===== config.mk =====
export PLATFORM = sky130hd
export DESIGN_NAME = store_buffer
export DESIGN_NICKNAME = d
export VERILOG_FILES = /design/src/rtl/sb_pkg.sv /design/src/rtl/sb_fifo.sv /design/src/rtl/sb_fwd.sv /design/src/rtl/store_buffer.sv
export SDC_FILE = /design/constraint.sdc
export NUM_CORES = 1
export LEC_CHECK = 0
export BUFFER_PORTS_ARGS = -buffer_cell sky130_fd_sc_hd__buf_2
export CAP_MARGIN = 15
export CORE_MARGIN = 10
export CORE_UTILIZATION = 54
export CTS_BUF_LIST = sky130_fd_sc_hd__clkbuf_4
export DETAILED_ROUTE_END_ITERATION = 8
export PLACE_DENSITY = 0.79
export SETUP_SLACK_MARGIN = 0.02
export SLEW_MARGIN = 20
export SYNTH_ARGS = -nofsm -noshare
export SYNTH_HDL_FRONTEND = slang
export SYNTH_SLANG_ARGS = --single-unit

===== constraint.sdc =====
create_clock -name clk -period 4.2 [get_ports clk]
set_input_delay 0.84 -clock clk [delete_from_list [all_inputs] [get_ports clk]]
set_output_delay 0.84 -clock clk [all_outputs]
set_load 0.01 [all_outputs]

===== src/rtl/sb_pkg.sv =====
package sb_pkg;

    parameter int SB_AW = 16;
    parameter int SB_DW = 32;
    parameter int SB_BW = SB_DW / 8;

    typedef struct packed {
        logic [SB_AW-1:0] addr;
        logic [SB_BW-1:0] be;
        logic [SB_DW-1:0] data;
    } sb_entry_t;

    function automatic logic [SB_DW-1:0] be_mask(input logic [SB_BW-1:0] be);
        logic [SB_DW-1:0] m;
        for (int b = 0; b < SB_BW; b++) begin
            m[b*8 +: 8] = {8{be[b]}};
        end
        return m;
    endfunction

endpackage


===== src/rtl/sb_fifo.sv =====
module sb_fifo
    import sb_pkg::*;
#(
    parameter int DEPTH = 4,
    localparam int PW = $clog2(DEPTH),
    localparam int CW = $clog2(DEPTH + 1)
) (
    input  logic                  clk,
    input  logic                  rst,
    input  logic                  push,
    input  sb_entry_t             push_ent,
    input  logic                  pop,
    output sb_entry_t [DEPTH-1:0] ents_age,
    output logic [CW-1:0]         count
);

    sb_entry_t      mem [DEPTH];
    logic [PW-1:0]  head_q;
    logic [PW-1:0]  tail_q;
    logic [CW-1:0]  cnt_q;

    always_ff @(posedge clk) begin
        if (rst) begin
            head_q <= '0;
            tail_q <= '0;
            cnt_q  <= '0;
        end else begin
            if (push) begin
                mem[tail_q] <= push_ent;
                tail_q      <= tail_q + 1'b1;
            end
            if (pop) begin
                head_q <= head_q + 1'b1;
            end
            cnt_q <= cnt_q + CW'(push) - CW'(pop);
        end
    end

    // Index 0 is the oldest entry, higher indices are younger.
    for (genvar i = 0; i < DEPTH; i++) begin : g_age
        assign ents_age[i] = mem[head_q + PW'(i)];
    end

    assign count = cnt_q;


    occupancy_bound_chk: assert property (@(posedge clk) disable iff (rst)
        cnt_q <= CW'(DEPTH));

endmodule


===== src/rtl/sb_fwd.sv =====
module sb_fwd
    import sb_pkg::*;
#(
    parameter int DEPTH = 4,
    localparam int CW = $clog2(DEPTH + 1)
) (
    input  sb_entry_t [DEPTH-1:0] ents_age,
    input  logic [CW-1:0]         count,
    input  logic [SB_AW-1:0]      ld_addr,
    input  logic [SB_BW-1:0]      ld_be,
    output logic                  overlap,
    output logic                  covered,
    output logic [SB_DW-1:0]      fwd_data
);

    // Scan oldest to youngest; a later match overrides, so the youngest wins.
    always_comb begin
        overlap  = 1'b0;
        covered  = 1'b0;
        fwd_data = '0;
        for (int i = 0; i < DEPTH; i++) begin
            if ((CW'(i) < count) && (ents_age[i].addr == ld_addr) &&
                ((ents_age[i].be & ld_be) != '0)) begin
                overlap  = 1'b1;
                covered  = ((ents_age[i].be & ld_be) == ld_be);
                fwd_data = ents_age[i].data & be_mask(ld_be);
            end
        end
    end

endmodule


===== src/rtl/store_buffer.sv =====
module store_buffer
    import sb_pkg::*;
#(
    parameter int DEPTH = 4,
    localparam int CW = $clog2(DEPTH + 1)
) (
    input  logic             clk,
    input  logic             rst,
    input  logic             st_valid,
    input  logic [SB_AW-1:0] st_addr,
    input  logic [SB_BW-1:0] st_be,
    input  logic [SB_DW-1:0] st_data,
    output logic             st_ready,
    input  logic             ld_valid,
    input  logic [SB_AW-1:0] ld_addr,
    input  logic [SB_BW-1:0] ld_be,
    output logic             ld_ready,
    output logic             ld_fwd,
    output logic [SB_DW-1:0] ld_data,
    input  logic             fence_valid,
    input  logic             amo_valid,
    input  logic [SB_AW-1:0] amo_addr,
    input  logic [SB_DW-1:0] amo_data,
    output logic             amo_done,
    output logic             dr_valid,
    output logic             dr_amo,
    output logic [SB_AW-1:0] dr_addr,
    output logic [SB_BW-1:0] dr_be,
    output logic [SB_DW-1:0] dr_data,
    input  logic             dr_grant
);

    sb_entry_t [DEPTH-1:0] ents_age;
    logic [CW-1:0]         count;
    logic [CW-1:0]         cnt_nxt;
    logic                  empty, full, push, pop;
    logic                  fence_pend_q, fence_hold, block;
    logic                  overlap, covered;
    logic [SB_DW-1:0]      fwd_data;
    sb_entry_t             new_ent;

    assign new_ent = '{addr: st_addr, be: st_be, data: st_data};

    sb_fifo #(.DEPTH(DEPTH)) u_fifo (
        .clk      (clk),
        .rst      (rst),
        .push     (push),
        .push_ent (new_ent),
        .pop      (pop),
        .ents_age (ents_age),
        .count    (count)
    );

    sb_fwd #(.DEPTH(DEPTH)) u_fwd (
        .ents_age (ents_age),
        .count    (count),
        .ld_addr  (ld_addr),
        .ld_be    (ld_be),
        .overlap  (overlap),
        .covered  (covered),
        .fwd_data (fwd_data)
    );

    assign empty      = (count == '0);
    assign full       = (count == CW'(DEPTH));
    assign fence_hold = (fence_valid | fence_pend_q) & ~empty;
    assign block      = amo_valid | fence_hold;

    assign st_ready = ~block & ~full;
    assign push     = st_valid & st_ready;
    assign pop      = ~empty & dr_grant;
    assign cnt_nxt  = count + CW'(push) - CW'(pop);

    // Fence stays armed until the buffer has emptied; no store can enter meanwhile.
    always_ff @(posedge clk) begin
        if (rst) fence_pend_q <= 1'b0;
        else     fence_pend_q <= fence_hold & (cnt_nxt != '0);
    end

    assign dr_valid = ~empty | amo_valid;
    assign dr_amo   = empty & amo_valid;
    assign dr_addr  = empty ? amo_addr : ents_age[0].addr;
    assign dr_be    = empty ? {SB_BW{1'b1}} : ents_age[0].be;
    assign dr_data  = empty ? amo_data : ents_age[0].data;
    assign amo_done = dr_amo & dr_grant;

    assign ld_ready = ld_valid & ~block & ~(overlap & ~covered);
    assign ld_fwd   = ld_ready & overlap;
    assign ld_data  = ld_fwd ? fwd_data : '0;


    head_hold_chk: assert property (@(posedge clk) disable iff (rst)
        (dr_valid && !dr_amo && !dr_grant) |=> (dr_valid && !dr_amo &&
            $stable(dr_addr) && $stable(dr_be) && $stable(dr_data)));


    fence_block_chk: assert property (@(posedge clk) disable iff (rst)
        (fence_valid && count > CW'(1)) |=> (!st_ready && !ld_ready));


    amo_block_chk: assert property (@(posedge clk) disable iff (rst)
        amo_valid |-> !st_ready);


    amo_after_store_chk: assert property (@(posedge clk) disable iff (rst)
        push |=> !dr_amo);


    nofwd_zero_chk: assert property (@(posedge clk) disable iff (rst)
        (ld_ready && !ld_fwd) |-> (ld_data == '0));

endmodule


==> results of run 1 <==
cell usage in the layout, fill, tap and decap left out, types with 6 or more instances in the layout:
cell      Yosys  routed
o22ai_1      10      10
o21ai_0      36      31
buf_12        0      15
inv_1        14      14
diode_2       0      10
clkbuf_4      0      75
and3_1       33      33
ha_1          8       8
dfxtp_1      10       6
xnor2_1      58      51
clkinv_1      0      15
edfxtp_1    208     208
nand3_1      37      36
nor3b_1      33      30
xnor2_2       0       7
xor2_1       16      16
a311oi_2     19      26
mux2i_1      43      39
nand2_2       0       9
buf_4         5     125
nand2_1     164     152
clkinv_2      0       8
buf_2        17     215
mux4_2      185     185
nor2_1       26      26
nand4_1       7       7
metrics by stage:
step                hold WS, ns  area, sq um  util (%)  setup slack, ns
global placement          0.539        17300      62.7           -0.627
finish                    0.355        18700      67.5           -0.684
floorplan                 0.514        15100         -          -0.0160
detailed placement        0.559        17300      62.7           -0.643
global route              0.319        18600      67.5           -0.820
CTS                       0.315        18400      66.7           -0.678
power groups by stage:
stage               registers [mW]  clock network [mW]  logic [mW]
detailed placement            2.64                   0        4.08
global route                  2.59                2.03        4.58
finish                        2.58                1.88        4.27
global placement              2.63                   0        4.00
CTS                           2.58                1.91        4.22
floorplan                     2.56                   0        2.82
routing by layer:
layer	vias up	share of wire (%)	routed length, microns
li1	5127	-	-
met3	108	9.9	4410
met5	-	0.12	54
met2	738	51	22600
met1	5928	36	16200
met4	8	3.0	1320
kinds of logic after synthesis:
group	share of synthesized area [%]
compound gates	6.21
xor+xnor	4.30
fa+ha+maj	0.797
buf+inv	3.60
flops	42.8
mux	30.7
simple gates	11.6
worst max-delay path, cell delays in order (launching register included):
cell and delay [ns]:
dfxtp_4 0.46, buf_8 0.17, mux4_2 0.53, xnor2_2 0.20
nand2_2 0.10, nor4_4 0.28, or3b_4 0.44, buf_6 0.15
a31oi_4 0.19, a32oi_4 0.16, buf_12 0.21, a311oi_2 0.31
buf_2 0.19
worst max-delay path by stage:
stage                                 from           to  slack [ns]
final                     u_fifo.head_q[0]  ld_data[24]       -0.68
after global routing      u_fifo.head_q[0]  ld_data[25]       -0.82
after CTS                 u_fifo.head_q[0]  ld_data[31]       -0.68
after detailed placement       ld_addr[11]  ld_data[31]       -0.64
after global placement         ld_addr[11]  ld_data[31]       -0.63
after floorplan                ld_addr[11]  ld_data[12]       -0.02
state kept, by name (all words and copies together), names as in the netlist, named ones only:
| name | flops |
|---|---|
| u_fifo.count | 3 |
| fence_pend_q | 1 |
| u_fifo.tail_q | 2 |
| u_fifo.mem | 208 |
| u_fifo.head_q | 2 |
repair_timing:
action                     CTS  global route
pin swaps                    3             7
buffers inserted             9             9
setup endpoints to repair   34            34
gates resized for setup     60            27
gates cloned                 0             1
layout make-up:
cell class,instances,area (sq um)
timing repair buffer,365,2460
clock buffer,75,563
antenna,10,25.0
fill,1925,8970
clock inverter,26,186
inverter,15,56.3
multi-input combinational,770,8430
sequential,218,6460
tap,378,473
==> flow_summary.toml, run 1 <==
[power]
sw_frac_of_total_pct = 36.4
power_mw = 8.73
ir_drop_v = 0.000308
leakage_nw = 6.58
p_int_mw = 5.55
switching_power_mw = 3.18
p_seq_share_pct = 29.6
power.share.clock_pct = 21.5
p_per_area_mw_per_mm2 = 468
combPwrFrac_pct = 48.9

[job]
drv_cap = 0

[timing]
finalSetupTns_ns = -20.80
period_share_pct = 116
timing.fmax_ghz = 0.205
rsz0062_at_grt = "yes"
fin_skew_ns = 0.0633
finalSetupViolCount = 34
fin_ws_ns = -0.684
worst_pin_slew_ns = 0.985
finalMaxSlewViolations = 0
hold_viol_final = 0
slew_headroom_pct = 34.3
finalCriticalPeriod_ns = 4.88

[route]
vias = 11900
avgViaCountPerCell = 6.41
wl_per_cell_microns = 24.0
drc = 0
dr.pass1.iters = 5
antenna_left = 0
drt-initial-drc-count = 1046
wl_microns = 44600

[clock_network]
insertion_delay_ns = 0.70
cts_tree = "yes"
htree_levels = 2
numCtsBuffers = 54
ctsHoldBuffers = 0
cts_root_buffer = "clkbuf_4"
path_clk_slew_ns = 0.07
cts_sinks = 218
clockBufferDepth = 3

[setup_path]
crit_required_ns = 3.36
critPathMaxFanout = 16
end_kind = "output port"
ff2ff_setup_slack_ns = 1.14
timing.rr.end = "u_fifo.mem[2][41]"
rr_startpoint = "u_fifo.count[0]"
start_kind = "flip-flop"
path_class = "flip-flop to output port"
r2r_cells = 9
arrival_ns = 4.04

[grt]
first_global_vias = 12000
met3_usage_pct = 6.19
grt_start_max_net_pins = 68
top_usage_layer = "met2"
grt_use_met2_pct = 41.4
grt_first_pass_wirelength_microns = 67700
grt_usage_pct = 24.3
grt_overflow = 0
antenna_found_initial = 13
met1_usage_pct = 29.0

[synthesis]
async_reset_ff_share_pct = 0
synth_area_per_cell_sq_um = 13.6
synth.net_count = 1244
synth_area_leaders = "edfxtp_1 41%, mux4_2 28%, nand2_1 4.1%"
synth_common_cells = "208 x edfxtp_1, 185 x mux4_2, 164 x nand2_1"
ys.flop_type = "edfxtp_1"
ys_types = 56
syn_area_sq_mm = 0.0151
synth_top_cell_area_share_pct = 41.5
ys_warn_count = 0
synth_largest_area_cell = "edfxtp_1"
synth.most_common_cell = "edfxtp_1"
synth_edf_count = 208
ys_seq_elements = 218
syn_inst = 1108
seq_area_frac_synth_pct = 42.8

[finish]
fin_nets = 1560
layout-drive-gt1-share_pct = 50.1
syn2layout_area_growth_pct = 23.8
fin_cells = 1857

[outcome]
status = "complete, but fails checks"
violations = "setup timing"

[floorplanning]
die_x_microns = 187
io-pin-count = 217
die_area_sq_mm = 0.0350
start_util_pct = 54.5
coreArea_sq_mm = 0.0276
die_h_microns = 187
std_cell_rows = 61

[min_path]
worstHoldPathCells = 1
holdPathEnd = "u_fifo.mem[1][13]"
min_from = "st_data[13]"
hp-class = "input pin to flip-flop"

[place]
dp_cells = 1728
gp_congestion = 0.922
io_buffers = 216
hpwlAfterDp_microns = 31400
Power figures use the tool's default switching activity.
==> run 2, diff against run 1 <==
- CORE_MARGIN: 10 -> 3
- clock period: 4.2 -> 4.4 ns (I/O delays scaled with it)
==> flow_summary.toml, run 2 (synthesis gave the netlist of run 1 again) <==
[place]
dp_cells = 1690
hpwlAfterDp_microns = 28900
gp_congestion = 0.952
io_buffers = 216
place_ws_ns = -0.104
dpl_cell_area_sq_mm = 0.0170

[power]
leakage_nw = 6.30
power_mw = 8.08
ir_drop_v = 0.000355
p_per_area_mw_per_mm2 = 443

[setup_path]
path_class = "flip-flop to output port"
crit_required_ns = 3.52
max_stage_delay_ns = 0.61
start_kind = "flip-flop"
slowest_stage = "or4_4"
end_kind = "output port"
crit_top_cell = "buf_4"
path_cells = "buf_12 > buf_4 > mux2i_2 > xnor2_1 > nor4_2 > o211ai_1 > or4_4 > buf_8 > buf_4 > nor3b_1 > o21ai_0 > a311oi_2 > buf_2"
critPathBufInv = 5
cp_top_family = "simple AND/OR/NAND/NOR gates"
critPathMaxFanout = 29
arrival_ns = 4.17

[finish]
fin_nets = 1528
fin_area_sq_mm = 0.0182
n_fill_cell = 1883
largest_reg_flops = 208
regMostFlops = "u_fifo.mem"
syn2layout_area_growth_pct = 21.0
final_cell_mix = "216 x buf_2, 208 x edfxtp_1, 185 x mux4_2"
final_common_cell = "buf_2"
fin_cells = 1815
layout-drive-gt1-share_pct = 46.8

[timing]
fin_skew_ns = 0.0483
fin_ws_ns = -0.649
period_share_pct = 115
finalSetupViolCount = 34
rsz0062_at_grt = "yes"
slew_headroom_pct = 35.6
worst_pin_slew_ns = 0.966
finalCriticalPeriod_ns = 5.05
finalMaxSlewViolations = 0
hold_ws_ns = 0.384
timing.fmax_ghz = 0.198
hold_viol_final = 0

[floorplanning]
io-pin-count = 217
die_h_microns = 173
coreArea_sq_mm = 0.0272
die_x_microns = 173
start_util_pct = 55.4
std_cell_rows = 60
die_area_sq_mm = 0.0299

[route]
wl_per_cell_microns = 23.9
dr.pass1.iters = 6
antenna_left = 0
avgViaCountPerCell = 6.55
drt-initial-drc-count = 1290
vias = 11900
wl_microns = 43400
drc = 0

[min_path]
hp-class = "input pin to flip-flop"

[clock_network]
ctsHoldBuffers = 0
clockBufferDepth = 3
htree_levels = 2
cts_sinks = 218
numCtsBuffers = 54
path_clk_slew_ns = 0.08
cts_tree = "yes"
cts_root_buffer = "clkbuf_4"
insertion_delay_ns = 0.72

[grt]
grt_usage_pct = 28.2
grt_first_pass_wirelength_microns = 66700
first_global_vias = 12100
grt_overflow = 0
grt_start_max_net_pins = 67
antenna_found_initial = 13

[job]
drv_cap = 0

[outcome]
status = "complete, but fails checks"
violations = "setup timing"
==> run 2: changes by cell type in the layout (fill, tap and decap cells not counted), sizes merged <==
cell    previous run  this run
bufinv             3         2
bufbuf             0         1
buf              364       332
clkbuf            76        67
clkinv            23        31
diode             10         7
==> run 2: cell type report <==
cell class	count	area (sq um)	area share, %
antenna	7	17.5	0.0961
tap	372	465	2.55
clock buffer	67	503	2.76
timing repair buffer	333	2190	12.0
sequential	218	6460	35.4
clock inverter	33	179	0.981
inverter	15	56.3	0.309
multi-input combinational	770	8360	45.9
==> run 2: repair_timing <==
item	CTS	global route
endpoints found under the setup margin	34	34
gates resized for setup	44	12
cloned	2	0
setup buffers	14	2
pin swaps	11	11
==> run 2: power by group <==
| part | switching [mW] | internal, mW | total [mW] |
|---|---|---|---|
| Combinational | 2.08 | 1.87 | 3.95 |
| Clock | 0.827 | 0.840 | 1.67 |
| Sequential | 0.0966 | 2.37 | 2.46 |
| Total | 3.00 | 5.08 | 8.08 |
==> run 2: per-stage QoR <==
step	util, %	setup TNS [ns]
5_1_grt	67.1	-25.01
6_report	67.1	-19.15
3_5_place_dp	62.7	-0.716
2_1_floorplan	-	0
4_1_cts	66.8	-17.78
3_3_place_gp	62.7	-0.281
==> run 2: worst paths after layout <==
kind                         start  depth (start not counted)                 to  slack (ns)
setup reg to reg   u_fifo.count[1]                          9   u_fifo.mem[1][1]        1.47
hold reg to reg   u_fifo.tail_q[1]                          2   u_fifo.tail_q[1]        0.56
hold / removal            st_be[3]                          1  u_fifo.mem[2][35]        0.38
setup / recovery  u_fifo.head_q[1]                         13        ld_data[10]       -0.65
==> run 2: layer usage <==
| metal | vias to the layer above | part of all wire (%) | GRT usage (%) |
|---|---|---|---|
| li1 | 5069 | - | - |
| met1 | 5869 | 36 | 35.5 |
| met2 | 775 | 51 | 47.1 |
| met3 | 165 | 9.6 | 6.28 |
| met4 | 14 | 4.0 | 12.7 |
| met5 | - | 0.16 | 0 |
